==> src/rtl/i2c_stat_reg.sv <==
module i2c_stat_reg #(
  parameter bit SET_OVER_CLR = 1'b1
) (
  input  logic       clk,
  input  logic       rst_n,
  input  logic       is_master,
  input  logic       is_tx,
  input  logic       sync_mode,
  input  logic       ack_chk_en,
  input  logic       sda_in,
  input  logic       ev_gcall,
  input  logic       ev_addr_match,
  input  logic       ev_sda_mismatch,
  input  logic       bus_start,
  input  logic       bus_stop,
  input  logic       ev_scl9_rise,
  input  logic       ev_ack_high,
  input  logic       ev_rx_load,
  input  logic       ev_rx_last_bit,
  input  logic       ev_tx_load,
  input  logic       ev_tx_last_bit,
  input  logic       ev_start_gen,
  input  logic       dr_tx_wr,
  input  logic       dr_rx_rd,
  input  logic       reg_rd,
  input  logic       reg_wr,
  input  logic [7:0] reg_wdata,
  output logic [7:0] reg_rdata,
  output logic [7:0] flags
);

  localparam int B_RDRF = 5;
  localparam int B_TEND = 6;
  localparam int B_TDRE = 7;

  logic [7:0] flg, armed, set_v, clr_v, nxt;
  logic       tx_q, frame_q;

  wire i2c    = !sync_mode;
  wire slv_rx = !is_master && !is_tx && i2c;

  assign set_v[0] = ev_gcall & slv_rx;
  assign set_v[1] = ev_addr_match & slv_rx;
  assign set_v[2] = i2c ? ((ev_sda_mismatch & is_master & is_tx) | (bus_start & sda_in & is_master))
                        : (ev_rx_last_bit & flg[B_RDRF]);
  assign set_v[3] = bus_stop & frame_q & i2c;
  assign set_v[4] = ev_ack_high & ack_chk_en & i2c;
  assign set_v[5] = ev_rx_load;
  assign set_v[6] = i2c ? (ev_scl9_rise & flg[B_TDRE]) : ev_tx_last_bit;
  assign set_v[7] = ev_tx_load | (is_tx & ~tx_q) | ev_start_gen;

  assign clr_v = ({8{reg_wr}} & ~reg_wdata & armed)
               | {dr_tx_wr, dr_tx_wr, dr_rx_rd, 5'b0};

  assign nxt = SET_OVER_CLR ? ((flg & ~clr_v) | set_v) : ((flg | set_v) & ~clr_v);

  always_ff @(posedge clk or negedge rst_n) begin
    if (!rst_n) begin
      flg     <= '0;
      armed   <= '0;
      tx_q    <= 1'b0;
      frame_q <= 1'b0;
    end else begin
      flg  <= nxt;
      tx_q <= is_tx;
      if (reg_wr)      armed <= '0;
      else if (reg_rd) armed <= armed | flg;
      if (bus_start || bus_stop) frame_q <= 1'b0;
      else if (ev_scl9_rise)     frame_q <= 1'b1;
    end
  end

  assign flags     = flg;
  assign reg_rdata = flg;

  a_r1_reset_clear: assert property (@(posedge clk) !rst_n |=> flags == 8'h00);

  a_r2_fall_needs_access: assert property (@(posedge clk) disable iff (!rst_n)
    (|($past(flags) & ~flags)) |-> $past(reg_wr || dr_tx_wr || dr_rx_rd));

  a_r4_rx_load_sets: assert property (@(posedge clk) disable iff (!rst_n)
    ev_rx_load |=> flags[B_RDRF]);

  a_r10_rx_read_clears: assert property (@(posedge clk) disable iff (!rst_n)
    (dr_rx_rd && !ev_rx_load) |=> !flags[B_RDRF]);

  a_r13_tx_write_clears: assert property (@(posedge clk) disable iff (!rst_n)
    (dr_tx_wr && !set_v[B_TDRE] && !set_v[B_TEND]) |=> (!flags[B_TDRE] && !flags[B_TEND]));

  a_r9_nack_gated: assert property (@(posedge clk) disable iff (!rst_n)
    (!ack_chk_en && !flags[4]) |=> !flags[4]);

endmodule

==> config.mk <==
export PLATFORM = sky130hd
export DESIGN_NAME = i2c_stat_reg
export DESIGN_NICKNAME = d
export VERILOG_FILES = /design/src/rtl/i2c_stat_reg.sv
export SDC_FILE = /design/constraint.sdc
export NUM_CORES = 1
export LEC_CHECK = 0
export ABC_CLOCK_PERIOD_IN_PS = 1200
export CAP_MARGIN = 20
export CORE_MARGIN = 5
export CORE_UTILIZATION = 59
export CTS_CLUSTER_DIAMETER = 60
export DETAILED_ROUTE_END_ITERATION = 10
export DONT_BUFFER_PORTS = 1
export PLACE_DENSITY = 0.73
export SLEW_MARGIN = 20
export SYNTH_ARGS = -nofsm -noshare
export SYNTH_HDL_FRONTEND = slang
export SYNTH_SLANG_ARGS = --single-unit
export TNS_END_PERCENT = 5
==> constraint.sdc <==
create_clock -name clk -period 1.2 [get_ports clk]
set_clock_uncertainty 0.2 [all_clocks]
set_input_delay 0.06 -clock clk [delete_from_list [all_inputs] [get_ports clk]]
set_output_delay 0.06 -clock clk [all_outputs]
set_load 0.01 [all_outputs]
==> qor.yml <==
portBuffers: 0
wl_per_cell_microns: 17.8
cp_max_fo: 4
wl_microns: 2110
grt_pass1_wl_microns: 3280
cts-hold-fix-buffers: 22
die_w_microns: 47.6
hpwl_microns: 1290
path_clk_slew_ns: 0.09
power_density_nw_per_um2: 1310
dieHeight_microns: 47.6
whs_ns: -0.374
async_flop_share_pct: 100
drtAntennaViolNets: 0
drive_above_1_share_pct: 13.6
p_leak_nw: 0.454
cts_tree: "yes"
slowest_stage: "dlygate4sd3_1"
num_antenna_cells: 0
cap_violations: 0
num_rows: 13
synth_edf_count: 0
grt_pass1_vias: 708
clockBufferDepth: 2
worstSetupEndpointType: "flip-flop"
drc: 0
cp_cell_sequence: "dlygate4sd3_1, a22o_1, nand2_1, o211ai_2"
overflow: 0
fin_crit_ns: 1.17
cts_sinks: 18
post-cts-setup-buffers: 0
start_util_pct: 63.2
hold_viol_final: 16
grt_max_degree: 19
slowest_delay_ns: 0.62
fin_setup_tns_ns: 0
io_pins: 47
ys.flop_type: "dfrtp_1"
via_count: 680
track_usage_pct: 21.9
cts_buffers: 3
cp.arrival_ns: 1.13
yosysUniqueCellTypes: 22
status: "complete, but fails checks"
place_area_sq_um: 800
nets: 136
setup_viol: 0
gp_congestion: 0.741
worstSetupPathType: "in2reg"
ir_drop_mv: 1.19
viasPerCell: 5.76
cp-start-kind: "input pin"
post-route-period-util_pct: 97.2
syn_nets: 114
yosysWarningCount: 0
htreeDepth: 1
hold_path.class: "in2reg"
fmax_mhz: 857
utilization_pct: 79.1
ys_seq_area_share_pct: 54.1
report.power.total_mw: 1.37
antenna_found_initial: 0
core-area_sq_um: 1320
clock_latency_ns: 0.29
fin_ws_ns: 0.0334
cts_repair_resize_count: 0
rsz0062_at_grt: "false"
postSynthAreaPerCell_sq_um: 10.0
place_ws_ns: 0.213
areaGrowthSynthToFinish_pct: 25.3
violations: "hold timing"
design_area_sq_um: 1040
drv_slew: 0
worst_ep_required_time_ns: 1.17
initialDrtViolationCount: 17
cts_root_buf: "clkbuf_4"
netlist_area_sq_um: 832
dieArea_sq_um: 2260
nFillCells: 84
ys_ff_latch: 18
syn-instance-count: 83
worst_slew_pin_slew_ns: 0.772
max-slew-margin-rel_pct: 48.4
first_pass_iters: 4
## cells by family after synthesis
family,after synthesis,share of synthesized area (%)
flip-flops,18,54.1
AO/OA/AOI/OAI,20,14.9
AND/OR/NAND/NOR,32,18.5
buffers and inverters,13,12.5
## registers in the layout (all words and copies together), names as in the netlist
register,flops
armed,8
flags,8
frame_q,1
tx_q,1
## cell usage after synthesis, types with 2 or more instances
cell | n | area (sq um)
dfrtp_1 | 18 | 450
nand2_1 | 14 | 52.6
nor2_1 | 9 | 33.8
a21oi_1 | 8 | 40.0
buf_4 | 8 | 60.1
o21ai_1 | 6 | 30.0
nand3b_1 | 4 | 30.0
inv_1 | 2 | 7.51
## critical path: cells and delay by family
| kind | cells | cell delay (ns) |
|---|---|---|
| buffers and inverters | 1 | 0.62 |
| AO/OA/AOI/OAI | 2 | 0.35 |
| AND/OR/NAND/NOR | 1 | 0.10 |
## cell type report
cell class                      count  area (sq um)  area share [%]
Timing Repair Buffer               28           265            25.5
Clock buffer                        3          22.5            2.16
Inverter                            2          7.51           0.720
Tap cell                           15          18.8            1.80
Multi-Input combinational cell     52           278            26.7
Sequential cell                    18           450            43.2
## metal layers
metal | track usage, % | wire length (microns)
met1 | 25.6 | 771
met2 | 36.9 | 1040
met3 | 5.26 | 211
met4 | 11.8 | 78
met5 | 0 | 0
## placed cells by master, fill, tap and decap left out
cell type,instances
dfrtp_1,18
nand3_1,1
buf_4,6
nor3_1,1
o21ai_2,1
clkbuf_4,3
inv_1,2
nor3_2,1
dlygate4sd3_1,22
nor2_1,9
nand2_1,14
o211ai_2,1
a22o_1,1
a21oi_1,8
nand3b_1,4
a31o_1,1
nand3b_2,1
nand2_2,1
o21ai_1,6
a211oi_1,1
o211ai_1,1
## path summary, 6_finish.rpt
check	start	endpoint	slack, ns	cells after the start
setup / recovery	is_tx	flags[2]	0.03	4
hold / removal	reg_wr	armed[3]	-0.37	1
setup reg to reg	flags[0]	armed[0]	0.18	2
hold reg to reg	armed[3]	armed[3]	0.31	2
max in group asynchronous	rst_n	flags[7]	0.23	1
min in group asynchronous	rst_n	armed[2]	0.08	1
## power by group
part	internal, mW	switching (mW)
combinational	0.155	0.155
clock	0.117	0.166
sequential	0.689	0.0874
total	0.961	0.408
## per-stage QoR
stage / instances / hold slack (ns)
CTS: 118 / -0.377
finish: 118 / -0.374
global placement: 93 / -0.435
detailed placement: 93 / -0.435
floorplan: 83 / -0.436
global route: 118 / -0.391
Note: power is estimated with default switching activity, not from simulation.
